`src/rtl/uvr_pkg.sv`:
```
package uvr_pkg;

  // Sequencer states: idle, detection parked behind a RAM write, request pending
  typedef enum logic [1:0] {
    SEQ_IDLE = 2'd0,
    SEQ_WAIT = 2'd1,
    SEQ_HOLD = 2'd2
  } seq_state_e;

endpackage

```
`src/rtl/uvr_sync.sv`:
```
module uvr_sync #(
  parameter int STAGES = 2
) (
  input  logic clk_i,
  input  logic rst_n_i,
  input  logic d_i,
  output logic q_o
);

  logic [STAGES-1:0] chain_q;

  generate
    genvar g;
    for (g = 0; g < STAGES; g++) begin : g_stage
      logic in_bit;
      if (g == 0) begin : g_first
        assign in_bit = d_i;
      end else begin : g_next
        assign in_bit = chain_q[g-1];
      end
      always_ff @(posedge clk_i or negedge rst_n_i) begin
        if (!rst_n_i) chain_q[g] <= 1'b0;
        else          chain_q[g] <= in_bit;
      end
    end
  endgenerate

  assign q_o = chain_q[STAGES-1];

endmodule

```
`src/rtl/uvr_flag.sv`:
```
module uvr_flag (
  input  logic clk_i,
  input  logic rst_n_i,
  input  logic set_i,
  input  logic clr_i,
  output logic flag_o
);

  logic flag_q, flag_d, flag_en;

  // set has priority over a software clear in the same cycle
  always_comb begin
    flag_en = set_i | clr_i;
    flag_d  = set_i;
  end

  always_ff @(posedge clk_i or negedge rst_n_i) begin
    if (!rst_n_i)     flag_q <= 1'b0;
    else if (flag_en) flag_q <= flag_d;
  end

  assign flag_o = flag_q;

endmodule

```
`src/rtl/uvr_gate.sv`:
```
module uvr_gate
  import uvr_pkg::*;
#(
  parameter int HOLD_CYCLES = 2
) (
  input  logic       clk_i,
  input  logic       rst_n_i,
  input  logic       det_i,
  input  logic       busy_i,
  input  logic       mask_i,
  output seq_state_e state_o,
  output logic       req_o
);

  localparam int CNT_W = (HOLD_CYCLES > 1) ? $clog2(HOLD_CYCLES) : 1;
  localparam logic [CNT_W-1:0] RELOAD = CNT_W'(HOLD_CYCLES - 1);

  seq_state_e       state_q, state_d;
  logic [CNT_W-1:0] cnt_q, cnt_d;

  always_comb begin
    state_d = state_q;
    cnt_d   = cnt_q;
    unique case (state_q)
      SEQ_IDLE: begin
        if (det_i) begin
          if (busy_i) begin
            state_d = SEQ_WAIT;
          end else begin
            state_d = SEQ_HOLD;
            cnt_d   = RELOAD;
          end
        end
      end
      SEQ_WAIT: begin
        if (!busy_i) begin
          state_d = SEQ_HOLD;
          cnt_d   = RELOAD;
        end
      end
      SEQ_HOLD: begin
        if (det_i) begin
          cnt_d = RELOAD;
        end else if (!mask_i) begin
          if (cnt_q == '0) state_d = SEQ_IDLE;
          else             cnt_d   = cnt_q - 1'b1;
        end
      end
      default: state_d = SEQ_IDLE;
    endcase
  end

  always_ff @(posedge clk_i or negedge rst_n_i) begin
    if (!rst_n_i) begin
      state_q <= SEQ_IDLE;
      cnt_q   <= '0;
    end else begin
      state_q <= state_d;
      cnt_q   <= cnt_d;
    end
  end

  assign state_o = state_q;
  assign req_o   = (state_q == SEQ_HOLD) & ~mask_i;

endmodule

```
`src/rtl/uvr_sequencer.sv`:
```
module uvr_sequencer
  import uvr_pkg::*;
#(
  parameter int SYNC_STAGES = 2,
  parameter int HOLD_CYCLES = 2
) (
  input  logic clk_i,
  input  logic rst_n_i,
  input  logic lv_raw_i,
  input  logic ram_wr_busy_i,
  input  logic stop_mode_i,
  input  logic int_rst_active_i,
  input  logic reg_wr_en_i,
  input  logic reg_wdata_i,
  output logic flag_o,
  output logic rst_req_o,
  output logic stop_wake_o
);

  logic       rst_n_sync;
  logic       lv_det;
  logic       sw_clear;
  logic       in_hold;
  logic       seq_busy;
  seq_state_e seq_state;

  // asynchronous assertion, synchronous release of the power-on reset
  uvr_sync #(.STAGES(2)) u_rst_sync (
    .clk_i  (clk_i),
    .rst_n_i(rst_n_i),
    .d_i    (1'b1),
    .q_o    (rst_n_sync)
  );

  uvr_sync #(.STAGES(SYNC_STAGES)) u_lv_sync (
    .clk_i  (clk_i),
    .rst_n_i(rst_n_sync),
    .d_i    (lv_raw_i),
    .q_o    (lv_det)
  );

  assign sw_clear = reg_wr_en_i & ~reg_wdata_i;

  uvr_flag u_flag (
    .clk_i  (clk_i),
    .rst_n_i(rst_n_sync),
    .set_i  (lv_det),
    .clr_i  (sw_clear),
    .flag_o (flag_o)
  );

  uvr_gate #(.HOLD_CYCLES(HOLD_CYCLES)) u_gate (
    .clk_i  (clk_i),
    .rst_n_i(rst_n_sync),
    .det_i  (lv_det),
    .busy_i (ram_wr_busy_i),
    .mask_i (int_rst_active_i),
    .state_o(seq_state),
    .req_o  (rst_req_o)
  );

  assign in_hold     = (seq_state == SEQ_HOLD);
  assign seq_busy    = (seq_state != SEQ_IDLE);
  assign stop_wake_o = stop_mode_i & seq_busy;

endmodule

```
`config.mk`:
```
export PLATFORM = sky130hd
export DESIGN_NAME = uvr_sequencer
export DESIGN_NICKNAME = d
export VERILOG_FILES = /design/src/rtl/uvr_pkg.sv /design/src/rtl/uvr_sync.sv /design/src/rtl/uvr_flag.sv /design/src/rtl/uvr_gate.sv /design/src/rtl/uvr_sequencer.sv
export SDC_FILE = /design/constraint.sdc
export NUM_CORES = 1
export LEC_CHECK = 0
export CORE_AREA = 2 2 39 41
export CTS_CLUSTER_DIAMETER = 100
export DETAILED_ROUTE_END_ITERATION = 8
export DIE_AREA = 0 0 41 43
export GPL_ROUTABILITY_DRIVEN = 0
export SLEW_MARGIN = 20
export SYNTH_ARGS = -nofsm -noshare
export SYNTH_HDL_FRONTEND = slang
export SYNTH_SLANG_ARGS = --single-unit
```
`constraint.sdc`:
```
create_clock -name clk_i -period 2 [get_ports clk_i]
set_input_delay 0.4 -clock clk_i [delete_from_list [all_inputs] [get_ports clk_i]]
set_output_delay 0.4 -clock clk_i [all_outputs]
set_load 0.05 [all_outputs]
```
==> results.yml, run 1 <==
logic_synthesis:
  post-synth-top-area-fraction: 0.693
  avgSynthCellArea_sq_um: 12.0
  portion_of_the_post_synthesis_area_used_by_sequential_elements: 0.693
  post_synth_main_area_contributors: "dfrtp_1 (69%), nand2b_1 (6.5%), o32ai_1 (6.1%)"
  yosysTopAreaCell: "dfrtp_1"
  seq_cells_post_synth: 8
  synth.net_count: 32
  post_synth_num_cell_types: 12
  netlist_area_sq_um: 289
  synth-warning-count: 0
  cell_count_after_synthesis: 24
clocking:
  cts.reportedPaths.clkPinSlew_ns: 0.05
  clock_tree.root_cell: "clkbuf_4"
  postCtsSetupRepairBufs: 0
  postCtsResizedCells: 0
  cts_sinks: 8
  total_number_of_h_tree_levels: 1
  clk-insertion-delay-late_ns: 0.25
  cts-buffers-inserted: 3
  clock_path_buffers: 2
  cts_tree: "built"
  cts.hold.buffers_added: 0
detailed_routing:
  detail_route.drc_violations: 0
  detail_route.vias_per_cell: 3.87
  routed-via-count: 205
  totalWireLength_um: 453
  drt_first_pass_iters: 1
  ant_nets: 0
  drt_iter0_markers: 0
  post_drt_wl_per_cell_um: 8.55
timing:
  clock.fmax_mhz: 556
  worst_slack_ns: 0.202
  clock_skew_ns: 0.00432
  final_max_slew_viol_count: 0
  timing_hold_violations_final: 0
  period_minus_slack_ns: 1.80
  timing.final.setup_violations: 0
  final.period_utilization: 0.899
  grt_setup_unrepaired: "false"
  finalSetupTns_ns: 0
critical_path:
  cp.buffers_inverters: 1
  crit_slowest_cell: "clkdlybuf4s50_1"
  critical_path_start_type: "flop"
  reg2reg_depth: 3
  crit_chain: "clkdlybuf4s50_1"
  reg2reg_setup_slack_ns: 0.99
  timing.critical_path.max_delay_family: "buffers and inverters"
  arrival_ns: 1.40
  timing.setup.critical_path_class: "flop to primary output"
  r2r_end: "u_gate.cnt_q"
  delay_contributed_by_the_slowest_stage_of_the_critical_path_ns: 0.81
  timing.critical_path.to_type: "primary output"
  cp_max_fo: 2
  regToRegStartpoint: "u_gate.state_o[0]"
  timing.critical_path.required_ns: 1.60
power:
  leakagePower_uw: 0.000192
  power.density_cell_area_nw_per_um2: 1140
  clkPwrFrac: 0.227
  pwr-share-seq: 0.426
  p_int_uw: 349
  power.share.combinational: 0.347
  irDropWorstVdd_mv: 0.437
  switchingPower_uw: 167
  power_switching_share: 0.323
finish:
  layout.nets: 47
  layout.cells.most_common_list: "clkdlybuf4s50_1 (8), dfrtp_1 (8), nand2b_1 (3), nor2_1 (3), clkbuf_4 (3)"
  insertedDiodeCount: 0
  final_core_util: 0.326
  area_growth_from_synthesis_to_layout_pct: 56.3
  drive_gt1_frac: 0.135
global_routing:
  grt_pass1_vias: 204
  grt_pass1_wl_um: 765
  grtUsageTotal: 0.0713
  grt_start_max_net_pins: 7
  grt_ovf: 0
  number_of_antenna_violations_at_the_first_check_in_global_routing: 0
floorplanning:
  floorplan.initialDensity: 0.209
  floorplan.core_area_sq_um: 1380
  die-width_um: 41
  die_y_um: 43
  rows: 14
  io_pins: 11
  die-area_sq_um: 1760
run_status:
  run_status: "finished clean"
min_path:
  min-delay-path-class: "flop to async pin"
place:
  post-place-ws_ns: 0.386
  detailedPlacementHpwl_um: 367
  portBuffers: 10
job:
  reported_max_cap_violation_count: 0
## registers in the layout (all words and copies together), names as in the netlist
signal / count
u_flag.flag_o: 1
u_gate.cnt_q: 1
u_gate.state_o: 2
u_lv_sync.g_stage.in_bit: 1
u_lv_sync.q_o: 1
u_rst_sync.g_stage.in_bit: 1
u_rst_sync.q_o: 1
## worst max path at each step
stage               slack, ns               from  depth (start not counted)        end
global placement         0.40   int_rst_active_i                          3  rst_req_o
CTS                      0.18      u_flag.flag_o                          1     flag_o
floorplan                0.39  u_gate.state_o[0]                          2  rst_req_o
finish                   0.20      u_flag.flag_o                          1     flag_o
global route             0.17      u_flag.flag_o                          1     flag_o
detailed placement       0.39   int_rst_active_i                          3  rst_req_o
## through the flow
stage / instance area [sq um] / total power [uW] / hold slack (ns) / std cells
4_1_cts: 452 / 526 / 0.0955 / 53
2_1_floorplan: 289 / 317 / 0.0678 / 24
5_1_grt: 452 / 553 / 0.118 / 53
3_3_place_gp: 429 / 401 / 0.0907 / 50
6_report: 452 / 516 / 0.0870 / 53
3_5_place_dp: 429 / 404 / 0.0906 / 50
## per-layer routing
metal | global-route usage | vias to the layer above | routed length, um
met4 | 0.0600 | 0 | 0
met2 | 0.0875 | 6 | 240
met5 | 0 | - | 0
met1 | 0.0808 | 93 | 185
li1 | - | 106 | -
met3 | 0.0471 | 0 | 26
## synthesized netlist by cell type
master / number
nor3_1: 1
conb_1: 1
o32ai_1: 2
nor2_1: 3
dfrtp_1: 8
o21a_1: 1
nand2_1: 1
nand2b_1: 3
inv_1: 1
o21ai_0: 1
a21oi_1: 1
a21o_1: 1
## cell type report
cell class,instances,area [sq um]
inverter,1,3.75
multi-input combinational,15,85.1
clock buffer,3,22.5
sequential,8,200
timing repair buffer,10,120
tap,16,20.0
fill,148,932
## power by group through the flow
stage,Combinational [uW],Sequential [uW],Clock [uW]
finish,179,220,117
CTS,181,219,125
global placement,179,222,0
global route,193,226,135
floorplan,95.4,221,0
detailed placement,181,222,0
## kinds of logic after synthesis
| kind of cell | count (synthesis) | share of synthesized area |
|---|---|---|
| DFF | 8 | 0.693 |
| and+or+nand+nor | 8 | 0.134 |
| AOI/OAI and AO/OA | 6 | 0.147 |
| buffers and inverters | 1 | 0.0130 |
| other | 1 | 0.0130 |
(Power assumes the default switching activity.)
==> inputs of run 2 (changes only) <==
--- a/config.mk
+++ b/config.mk
@@ -7,8 +7,10 @@
 export LEC_CHECK = 0
 export CORE_AREA = 2 2 39 41
+export CTS_BUF_LIST = sky130_fd_sc_hd__clkbuf_4
 export CTS_CLUSTER_DIAMETER = 100
 export DETAILED_ROUTE_END_ITERATION = 8
 export DIE_AREA = 0 0 41 43
 export GPL_ROUTABILITY_DRIVEN = 0
+export SETUP_SLACK_MARGIN = 0.02
 export SLEW_MARGIN = 20
 export SYNTH_ARGS = -nofsm -noshare
==> constraint.sdc (replaced) <==
create_clock -name clk_i -period 2 [get_ports clk_i]
set_input_delay 0.6 -clock clk_i [delete_from_list [all_inputs] [get_ports clk_i]]
set_output_delay 0.6 -clock clk_i [all_outputs]
set_load 0.05 [all_outputs]
==> results.yml, run 2 (same netlist as run 1, synthesis figures left out) <==
critical_path:
  timing.setup.critical_path_class: "input port to primary output"
  cp_max_fo: 2
  timing.critical_path.required_ns: 1.40
  crit_chain: "clkdlybuf4s50_1 > nor2_2 > buf_12"
  crit_slowest_cell: "clkdlybuf4s50_1"
  critical_path_start_type: "input port"
  timing.critical_path.to_type: "primary output"
  delay_contributed_by_the_slowest_stage_of_the_critical_path_ns: 0.43
  arrival_ns: 1.34
global_routing:
  number_of_antenna_violations_at_the_first_check_in_global_routing: 0
  grt_start_max_net_pins: 7
  grtUsageTotal: 0.0753
  grt_pass1_vias: 215
  grt_ovf: 0
  grt_pass1_wl_um: 800
timing:
  timing_hold_violations_final: 0
  final_max_slew_viol_count: 0
  clock.fmax_mhz: 515
  finalSetupTns_ns: 0
  period_minus_slack_ns: 1.94
  timing.final.setup_violations: 0
  grt_setup_unrepaired: "false"
  final.period_utilization: 0.971
  clock_skew_ns: 0.00214
floorplanning:
  io_pins: 11
  rows: 14
  die-width_um: 41
  floorplan.core_area_sq_um: 1380
  die-area_sq_um: 1760
  die_y_um: 43
  floorplan.initialDensity: 0.209
clocking:
  total_number_of_h_tree_levels: 1
  cts.hold.buffers_added: 0
  postCtsResizedCells: 1
  clock_tree.root_cell: "clkbuf_4"
  cts_tree: "built"
  cts_sinks: 8
  clock_path_buffers: 2
  postCtsSetupRepairBufs: 0
  cts-buffers-inserted: 3
  cts.reportedPaths.clkPinSlew_ns: 0.05
  clk-insertion-delay-late_ns: 0.24
power:
  irDropWorstVdd_mv: 0.356
  power.density_cell_area_nw_per_um2: 1130
  leakagePower_uw: 0.000206
  post-layout-total-power_uw: 520
detailed_routing:
  routed-via-count: 219
  post_drt_wl_per_cell_um: 9.48
  detailroute.wirelength.met3_um: 29
  drt_first_pass_iters: 2
  routedLengthMet1_um: 189
  detail_route.vias_per_cell: 4.06
  wl_met2_um: 293
  drt_iter0_markers: 4
  highest-signal-layer: "met3"
  ant_nets: 0
  detail_route.drc_violations: 0
  totalWireLength_um: 512
finish:
  final_core_util: 0.334
  layout.cells.most_common_list: "dfrtp_1 (8), clkdlybuf4s50_1 (6), nand2b_1 (3), clkbuf_4 (3)"
  layout.nets: 48
  area_growth_from_synthesis_to_layout_pct: 59.7
  drive_gt1_frac: 0.211
  largest_register_ffs: 2
  sequential_cell_area_sq_um: 200
  insertedDiodeCount: 0
  most_common_library_cell_in_the_layout_ignoring_fill_and_taps: "dfrtp_1"
  multi_input_area_sq_um: 87.6
  num-fill-cells: 155
min_path:
  min-delay-path-class: "flop to async pin"
run_status:
  run_status: "finished clean"
job:
  reported_max_cap_violation_count: 0
place:
  portBuffers: 10
  detailedPlacementHpwl_um: 434
-- run 2: changes by cell type in the layout (fill, tap and decap cells not counted) --
cell             previous run  this run
clkdlybuf4s50_1             8         6
nor2_2                      0         1
nor2_1                      3         2
dlymetal6s2s_1              0         1
buf_4                       0         2
-- run 2: path summary, 6_finish.rpt --
kind | slack (ns) | cells past startpoint | to | from
hold / removal | 0.09 | 0 | u_gate.state_o[1] | u_rst_sync.q_o
max in group asynchronous | 1.37 | 1 | u_rst_sync.g_stage[1].in_bit | rst_n_i
min in group clk_i | 0.35 | 0 | u_rst_sync.q_o | u_rst_sync.g_stage[1].in_bit
hold reg to reg | 0.09 | 0 | u_gate.state_o[1] | u_rst_sync.q_o
setup reg to reg | 0.94 | 3 | u_gate.cnt_q | u_gate.state_o[0]
setup / recovery | 0.06 | 3 | rst_req_o | int_rst_active_i
-- run 2: report_power, final --
part	total, uW	switching [uW]	internal, uW
clock	117	48.3	68.2
sequential	219	27.3	192
combinational	184	93.6	90.2
-- run 2: stage by stage --
stage	instance area, sq um	setup slack [ns]	cells	hold WS (ns)
2_1_floorplan	289	0.146	24	0.0678
3_3_place_gp	434	0.0274	51	0.0883
3_5_place_dp	434	0.0230	51	0.0907
4_1_cts	459	0.0374	54	0.0956
5_1_grt	462	0.0276	54	0.115
6_report	462	0.0580	54	0.0871
-- run 2: metal layers --
| layer | up-vias | track usage |
|---|---|---|
| met4 | 0 | 0.0800 |
| li1 | 109 | - |
| met3 | 0 | 0.0314 |
| met2 | 6 | 0.109 |
| met5 | - | 0 |
| met1 | 104 | 0.0705 |
-- run 2: worst max-delay path, delay by kind of cell --
family                 cells  cell delay (ns)
AND/OR/NAND/NOR            1             0.16
buffers and inverters      2             0.58
-- run 2: final cells by class --
class / count / area share
flip-flops and latches: 8 / 0.434
multi-input cells: 15 / 0.190
repair buffers: 11 / 0.276
inverters: 1 / 0.00813
well taps: 16 / 0.0434
clock buffers: 3 / 0.0488
